===== src/rtl/crc16_pkg.sv =====
package crc16_pkg;

    localparam int CRC_W  = 16;
    localparam int BYTE_W = 8;

    typedef enum logic [1:0] {
        ST_IDLE = 2'd0,
        ST_RUN  = 2'd1,
        ST_DONE = 2'd2
    } crc_state_e;

    // Preset selection table (select code -> initial remainder)
    function automatic logic [CRC_W-1:0] preset_of(input logic [1:0] sel);
        logic [CRC_W-1:0] v;
        unique case (sel)
            2'b00:   v = 16'h0000;
            2'b01:   v = 16'h6363;
            2'b10:   v = 16'hA671;
            default: v = 16'hFFFF;
        endcase
        return v;
    endfunction

endpackage


===== src/rtl/crc16_step.sv =====
// One byte of reflected CRC: a chain of single-bit stages, LSB of data first.
module crc16_step #(
    parameter int          CRC_W  = 16,
    parameter int          DATA_W = 8,
    parameter logic [15:0] POLY_R = 16'h8408
) (
    input  logic [CRC_W-1:0]  crc_in,
    input  logic [DATA_W-1:0] data_in,
    output logic [CRC_W-1:0]  crc_out
);

    localparam int STAGES = DATA_W + 1;

    logic [CRC_W-1:0] chain [STAGES];

    assign chain[0] = crc_in;

    for (genvar b = 0; b < DATA_W; b++) begin : g_bit
        logic fb;
        assign fb = chain[b][0] ^ data_in[b];
        assign chain[b+1] = (chain[b] >> 1) ^ (fb ? POLY_R[CRC_W-1:0] : '0);
    end

    assign crc_out = chain[DATA_W];

endmodule


===== src/rtl/crc16_ctrl.sv =====
module crc16_ctrl
    import crc16_pkg::*;
(
    input  logic       clk,
    input  logic       rst_n,
    input  logic       start_i,
    input  logic       byte_valid_i,
    input  logic       buf_empty_i,
    output logic       accept_start_o,
    output logic       take_byte_o,
    output logic       run_end_o,
    output logic       busy_o,
    output logic       done_o,
    output logic       byte_ready_o
);

    crc_state_e state_q, state_d;

    always_ff @(posedge clk or negedge rst_n) begin
        if (!rst_n) state_q <= ST_IDLE;
        else        state_q <= state_d;
    end

    always_comb begin
        state_d = state_q;
        unique case (state_q)
            ST_IDLE: if (start_i) state_d = ST_RUN;
            ST_RUN:  if (buf_empty_i && !byte_valid_i) state_d = ST_DONE;
            ST_DONE: state_d = ST_IDLE;
            default: state_d = ST_IDLE;
        endcase
    end

    always_comb begin
        accept_start_o = 1'b0;
        take_byte_o    = 1'b0;
        run_end_o      = 1'b0;
        busy_o         = 1'b0;
        done_o         = 1'b0;
        byte_ready_o   = 1'b0;
        unique case (state_q)
            ST_IDLE: accept_start_o = start_i;
            ST_RUN: begin
                busy_o       = 1'b1;
                byte_ready_o = 1'b1;
                take_byte_o  = byte_valid_i;
                run_end_o    = buf_empty_i && !byte_valid_i;
            end
            ST_DONE: done_o = 1'b1;
            default: ;
        endcase
    end

    assert_done_single_R6: assert property (@(posedge clk) disable iff (!rst_n)
        done_o |=> !done_o);

    assert_done_follows_run_R6: assert property (@(posedge clk) disable iff (!rst_n)
        run_end_o |=> done_o && !busy_o);

    assert_start_busy_R5: assert property (@(posedge clk) disable iff (!rst_n)
        accept_start_o |=> busy_o);

    assert_valid_empty_continue_R11: assert property (@(posedge clk) disable iff (!rst_n)
        (busy_o && byte_valid_i) |=> busy_o);

endmodule


===== src/rtl/crc16_irq.sv =====
module crc16_irq (
    input  logic clk,
    input  logic rst_n,
    input  logic set_i,
    input  logic clr_i,
    input  logic en_i,
    output logic flag_o,
    output logic irq_o
);

    logic flag_q;

    always_ff @(posedge clk or negedge rst_n) begin
        if (!rst_n)      flag_q <= 1'b0;
        else if (set_i)  flag_q <= 1'b1;
        else if (clr_i)  flag_q <= 1'b0;
    end

    assign flag_o = flag_q;
    assign irq_o  = flag_q & en_i;

    assert_flag_sticky_R7: assert property (@(posedge clk) disable iff (!rst_n)
        (flag_q && !clr_i) |=> flag_q);

endmodule


===== src/rtl/crc16_copro.sv =====
module crc16_copro
    import crc16_pkg::*;
#(
    parameter int          DATA_W = BYTE_W,
    parameter logic [15:0] POLY_R = 16'h8408
) (
    input  logic              clk,
    input  logic              rst_n,
    input  logic              start_i,
    input  logic [1:0]        preset_sel_i,
    input  logic [DATA_W-1:0] byte_i,
    input  logic              byte_valid_i,
    output logic              byte_ready_o,
    input  logic              buf_empty_i,
    input  logic              irq_en_i,
    output logic [7:0]        crc_hi_o,
    output logic [7:0]        crc_lo_o,
    output logic              busy_o,
    output logic              done_o,
    output logic              irq_flag_o,
    output logic              irq_o
);

    localparam int HALF = CRC_W / 2;

    logic             accept_start, take_byte, run_end;
    logic [CRC_W-1:0] crc_q, crc_next;

    crc16_ctrl u_ctrl (
        .clk           (clk),
        .rst_n         (rst_n),
        .start_i       (start_i),
        .byte_valid_i  (byte_valid_i),
        .buf_empty_i   (buf_empty_i),
        .accept_start_o(accept_start),
        .take_byte_o   (take_byte),
        .run_end_o     (run_end),
        .busy_o        (busy_o),
        .done_o        (done_o),
        .byte_ready_o  (byte_ready_o)
    );

    crc16_step #(
        .CRC_W (CRC_W),
        .DATA_W(DATA_W),
        .POLY_R(POLY_R)
    ) u_step (
        .crc_in (crc_q),
        .data_in(byte_i),
        .crc_out(crc_next)
    );

    always_ff @(posedge clk or negedge rst_n) begin
        if (!rst_n)            crc_q <= '0;
        else if (accept_start) crc_q <= preset_of(preset_sel_i);
        else if (take_byte)    crc_q <= crc_next;
    end

    crc16_irq u_irq (
        .clk   (clk),
        .rst_n (rst_n),
        .set_i (run_end),
        .clr_i (accept_start),
        .en_i  (irq_en_i),
        .flag_o(irq_flag_o),
        .irq_o (irq_o)
    );

    assign crc_hi_o = crc_q[CRC_W-1:HALF];
    assign crc_lo_o = crc_q[HALF-1:0];

    assert_preset_load_R1: assert property (@(posedge clk) disable iff (!rst_n)
        accept_start |=> {crc_hi_o, crc_lo_o} == preset_of($past(preset_sel_i)));

    assert_hold_outside_run_R9: assert property (@(posedge clk) disable iff (!rst_n)
        (!busy_o && !accept_start) |=> $stable(crc_q));

    assert_flag_with_done_R6: assert property (@(posedge clk) disable iff (!rst_n)
        done_o |-> irq_flag_o);

endmodule


===== config.mk =====
export PLATFORM = sky130hd
export DESIGN_NAME = crc16_copro
export DESIGN_NICKNAME = d
export VERILOG_FILES = /design/src/rtl/crc16_pkg.sv /design/src/rtl/crc16_step.sv /design/src/rtl/crc16_ctrl.sv /design/src/rtl/crc16_irq.sv /design/src/rtl/crc16_copro.sv
export SDC_FILE = /design/constraint.sdc
export NUM_CORES = 1
export LEC_CHECK = 0
export BUFFER_PORTS_ARGS = -buffer_cell sky130_fd_sc_hd__clkbuf_2
export CAP_MARGIN = 20
export CORE_MARGIN = 1
export CORE_UTILIZATION = 52
export DETAILED_ROUTE_END_ITERATION = 8
export PLACE_DENSITY = 0.82
export SYNTH_ARGS = -nofsm -noshare
export SYNTH_HDL_FRONTEND = slang
export SYNTH_SLANG_ARGS = --single-unit

===== constraint.sdc =====
create_clock -name clk -period 4.4 [get_ports clk]
set_input_delay 0 -clock clk [delete_from_list [all_inputs] [get_ports clk]]
set_output_delay 0 -clock clk [all_outputs]
set_load 0.05 [all_outputs]

-- Word-level counts from Yosys, hierarchy flattened
Index checks and enable logic that the tools add are counted.
- equality and inequality tests: 6
- multiplexer cells: 21
- bitwise gates (word level): 17
- reduce and logical (&&, ||, !) cells: 7
- operators with widths (cell ; number):
    two-way mux 16 bit ; 10
    bitwise XOR 15 x 16 -> 16 bit ; 8
    case mux 16 bit (3 select lines) ; 1
    bitwise XOR 1 bit ; 8
    two-way mux 1 bit ; 7
    == test 2 x 1 -> 1 bit, second input constant ; 2
    == test 2 bit, second input constant ; 2
    logical NOT 2 bit ; 2
    two-way mux 2 bit ; 2
    case mux 2 bit (2 select lines) ; 1
    nonzero test 2 bit ; 2
    inequality test 2 x 1 -> 1 bit, second input constant ; 1
    inequality test 2 bit, second input constant ; 1
    AND reduction 2 bit ; 1
    bitwise AND 1 bit ; 1
    logical AND 1 bit ; 1
    logical NOT 1 bit ; 1
- bits in registers: 19
- bits of input ports: 16
- output and inout port bits: 21

-- Longest topological paths before layout
- depth in word-level cells: 26
- mapped depth: 5
- depth with buffers taken out: 5

-- Cells and area by module
A second synthesis with hierarchy kept.
- cell total of the unflattened synthesis: 101
- area total of the unflattened synthesis: 1283.7 sq um
- modules (own cells, without submodules) (module ; times used ; cells each ; area each (sq um) ; sequential area each (sq um)):
    crc16_copro ; 1 ; 56 ; 708.2 ; 400.4
    crc16_step ; 1 ; 29 ; 409.1 ; 0.0
    crc16_ctrl ; 1 ; 12 ; 123.9 ; 50.0
    crc16_irq ; 1 ; 4 ; 42.5 ; 25.0

-- Worst setup path before layout
OpenSTA, ideal clock, no wires.
- path type: register -> register
- start: reg crc_q[2]
- end: reg crc_q[9]
- arrival: 1.595 ns
- required time: 4.318 ns
- path slack: 2.723 ns
- cell stages (with the launch flop): 5
- path buffers: 0
- cell sequence: dfrtp_1 xor2_2 xnor2_1 or3_1 a31oi_1
- cells in the longest elaborated chain, start to end: 14
- ends and longest elaborated chain (item ; line ; text):
    from (decl) ; crc16_copro.sv:27 ; logic [CRC_W-1:0] crc_q, crc_next;
    from (signal assigned) ; crc16_copro.sv:55 ; else if (accept_start) crc_q <= preset_of(preset_sel_i);
    from (signal assigned) ; crc16_copro.sv:56 ; else if (take_byte) crc_q <= crc_next;
    bitwise XOR 15 x 16 -> 16 bit (2 in a row) ; crc16_step.sv:21 ; assign chain[b+1] = (chain[b] >> 1) ^ (fb ? POLY_R[CRC_W-1:0] : '0);
    bitwise XOR 1 bit ; crc16_step.sv:20 ; assign fb = chain[b][0] ^ data_in[b];
    two-way mux 16 bit ; crc16_step.sv:21 ;
    bitwise XOR 15 x 16 -> 16 bit (4 in a row) ; crc16_step.sv:21 ;
    bitwise XOR 1 bit ; crc16_step.sv:20 ;
    two-way mux 16 bit ; crc16_step.sv:21 ;
    bitwise XOR 15 x 16 -> 16 bit (2 in a row) ; crc16_step.sv:21 ;
    two-way mux 16 bit ; crc16_copro.sv:56 ;
    two-way mux 16 bit ; crc16_copro.sv:55 ;
Every way passes these cells. The select of a mux whose other input is x is not followed.
A chain may end at the register's enable or synchronous reset.

-- Worst setup path after layout
- start: reg u_ctrl.state_q[0]
- end: reg crc_q[2]
- cells in the longest elaborated chain, start to end: 3
- ends and longest elaborated chain (item ; line ; text):
    from (decl) ; crc16_ctrl.sv:17 ; crc_state_e state_q, state_d;
    from (signal assigned) ; crc16_ctrl.sv:21 ; else state_q <= state_d;
    == test 2 x 1 -> 1 bit or logical NOT 2 bit (tied branches) ; crc16_ctrl.sv:41 ; unique case (state_q)
    two-way mux 1 bit ; crc16_ctrl.sv:41 ;
    nonzero test 2 bit (no source line) or two-way mux 16 bit (tied branches) ; -- ;
Parallel ways exist; a longest one is shown, timed or not.

==> summary.txt <==
Route
  • Drt pass-1 iters: 7
  • Post-DRT Antenna Nets: 0
  • # DRC: 1
  • Iter 0 DRT Violations: 22
  • Vias per inst: 5.406
  • Final wirelength: about 2300 µm
  • Routed vias: 973
  • DR WL/cell: 13.02 µm

Synth
  • Synthesized Nets: 130
  • Post-synth ARST share: between 90% and 100%
  • Most frequent cell after synthesis: dfrtp_1
  • Yosys top cell by area: dfrtp_1
  • Post-synth EDFFs: 0
  • Post-synth top area share: 43.73%
  • Mapped cell area: 1087 µm²
  • Number of library cell types mapped by synthesis: 29
  • Avg Cell Area, Syn: roughly 9.5 µm²
  • Post-synthesis sequential element count: 19
  • Syn Inst Count: about 110
  • Top cells by count, synth: dfrtp_1 (19), xnor2_1 (17), nor2_1 (15), nand2_1 (9), a21oi_1 (7)
  • Ys flop type: dfrtp_1
  • Seq/Total Area, Yosys: 43.73%
  • Synth Warn #: 0
  • Main area contributors after synthesis: dfrtp_1 (44%), xnor2_1 (14%), nor2_1 (5.2%)

Clock network
  • Clock slew at reported path FFs: between 0.1 and 0.15 ns
  • CTS Sinks: 19
  • Setup Fix Bufs, Post-CTS: 0
  • Htree depth: 1
  • Root Buffer: clkbuf_4
  • Resized cells post-CTS: 0
  • CTS max path bufs: 2
  • CTS tree: built
  • CTS hold repair buffers: 2
  • Inserted Clock Buffers: 3
  • Worst skew pair latency: 0.29 ns

STA
  • RSZ-0062 raised after global routing: no
  • Pins Over Slew Limit: 0
  • Max Fclk: around 520 MHz
  • Final Hold Fails: 0
  • Setup violations, final: 0
  • Final TNS setup: 0 ns
  • Setup ws final: 2.490 ns
  • Minimum clock period: roughly 1.9 ns
  • Max_slew headroom: 58.72%
  • Slew @ Worst Pin: 0.6191 ns
  • Skew final: 0.0006209 ns
  • Period utilisation layout: between 40% and 50%

Floorplanning
  • Starting Density: a little under three fifths
  • Row count: 16
  • Die Width: 47.73 µm
  • Core Box Area: about 2000 µm²
  • Die area: roughly 2300 µm²
  • Num ports: 37
  • Die height: 47.73 µm

Final layout
  • # diodes: 0
  • Multi-input logic area: roughly 570 µm²
  • Area delta synth->final: 21.63%
  • Final net count: 170
  • Number of fill cells: 175
  • Storage cell area: 475.5 µm²
  • Final Cell Area: 1323 µm²
  • Layout Utilization: 67.41%
  • Fraction of layout cells with a size suffix above 1: 28.76%

Place
  • Buffers on Ports: 36
  • RD Place Congestion: approximately 0.8
  • Pre-CTS setup slack: 2.512 ns
  • Post-DP Area: 1275 µm²
  • Hpwl dp: 1794 µm

Hold path
  • Worst Hold Class: primary input to flop
  • Hold path depth: 3

Status
  • Failing checks: design-rule violations
  • Status: finished with violations

Global routing
  • Overflow after GRT: 0
  • First-pass GRT wire length: around 3600 µm
  • Total Routing Usage GR: 22.67%
  • Pin count of the biggest net entering global routing: 20
  • Number of global-route vias before repair: 832
  • Initial antenna violation count: 0

Critical path
  • CP Capture Type: flop
  • CP Buf/Inv Count: 0
  • Crit path required time: 4.57 ns
  • Reg2reg end: crc_q[2]$_DFFE_PN0P_
  • Worst R2R Path Depth: 4
  • Crit-path cells: or2b_2, nand2b_1, a211oi_1, a211oi_1
  • Worst path slowest cell: a211oi_1
  • Delay of the slowest critical-path stage: 0.48 ns
  • Worst-path fanout max: 13
  • Critical Path Start: u_ctrl.state_q[0]$_DFFE_PN0P_
  • Data arrival, critical path: 2.08 ns
  • Critical Path Stages: 4
  • Reg2Reg Setup Slack: approximately 2.5 ns
  • Worst setup path category: flop to flop
  • Critical path's top delay family: simple AND/OR/NAND/NOR gates
  • Crit path capture: crc_q[2]$_DFFE_PN0P_
  • Crit-path most repeated cell: a211oi_1
  • Worst r2r src: u_ctrl.state_q[0]$_DFFE_PN0P_
  • Startpoint Class: flop

Flow run
  • Max-cap violations: 0
==> layout make-up <==
type,instances,area share (%)
multi-input cells,88,43.14
flip-flops and latches,19,35.95
repair buffers,38,15.14
well taps,27,2.554
clock buffers,3,1.703
inverters,4,1.135
clock inverters,1,0.3784
==> per-stage QoR <==
stage	std cells	hold slack [ns]
final	180	0.01110
after global placement	174	-0.02634
after detailed placement	174	-0.02822
after floorplan	114	-0.2956
after global routing	180	0.03873
after CTS	180	0.003929
==> how the worst min path moves through the flow <==
stage                    startpoint                    to  slack (ns)
floorplan                     rst_n  crc_q[0]$_DFFE_PN0P_       -0.30
global placement              rst_n  crc_q[7]$_DFFE_PN0P_       -0.03
detailed placement            rst_n  crc_q[7]$_DFFE_PN0P_       -0.03
CTS                 preset_sel_i[0]  crc_q[1]$_DFFE_PN0P_       0.004
global route        preset_sel_i[0]  crc_q[1]$_DFFE_PN0P_        0.04
finish              preset_sel_i[0]  crc_q[8]$_DFFE_PN0P_        0.01
==> tightest hold or removal path, stage by stage <==
cell and delay (ns):
clkbuf_2 0.13, a22oi_1 0.07, o21ai_0 0.07
==> sequential cells by signal, summed over array words and instances, names as in the netlist <==
signal and count:
crc_q 16, u_ctrl.state_q 2, u_irq.flag_o 1
==> kinds of logic (layout without fill, tap and decap cells) <==
group	count (synthesis)	in the layout	share of synthesized area, %
AOI/OAI and AO/OA	32	32	18.99
and+or+nand+nor	32	32	13.35
xor gates and xnor gates	23	23	19.22
DFF	19	19	43.73
buffers and inverters	7	46	3.797
muxes	1	1	0.9206
==> metal layers <==
| metal | share of wire, % | GRT usage (%) |
|---|---|---|
| met1 | 43 | 28.77 |
| met2 | 51 | 38.11 |
| met5 | 0 | 0 |
| met3 | 5.7 | 4.906 |
| met4 | 0.64 | 7.778 |
==> layout by cell type, fill, tap and decap left out, types with 2 or more instances in the layout <==
master          n
a211oi_1        4
a21o_1          3
a21oi_1         7
a22oi_1         2
a31oi_1         4
and2_1          2
clkbuf_2       36
clkbuf_4        3
dfrtp_1        19
dlygate4sd3_1   2
inv_1           4
nand2_1         9
nor2_1         15
o21ai_0         4
o22ai_1         4
xnor2_1        17
xor2_1          5
Power is left out: the tool's default activity adds up to more than one toggle a clock period on the data nets, which glitch-free logic cannot reach.
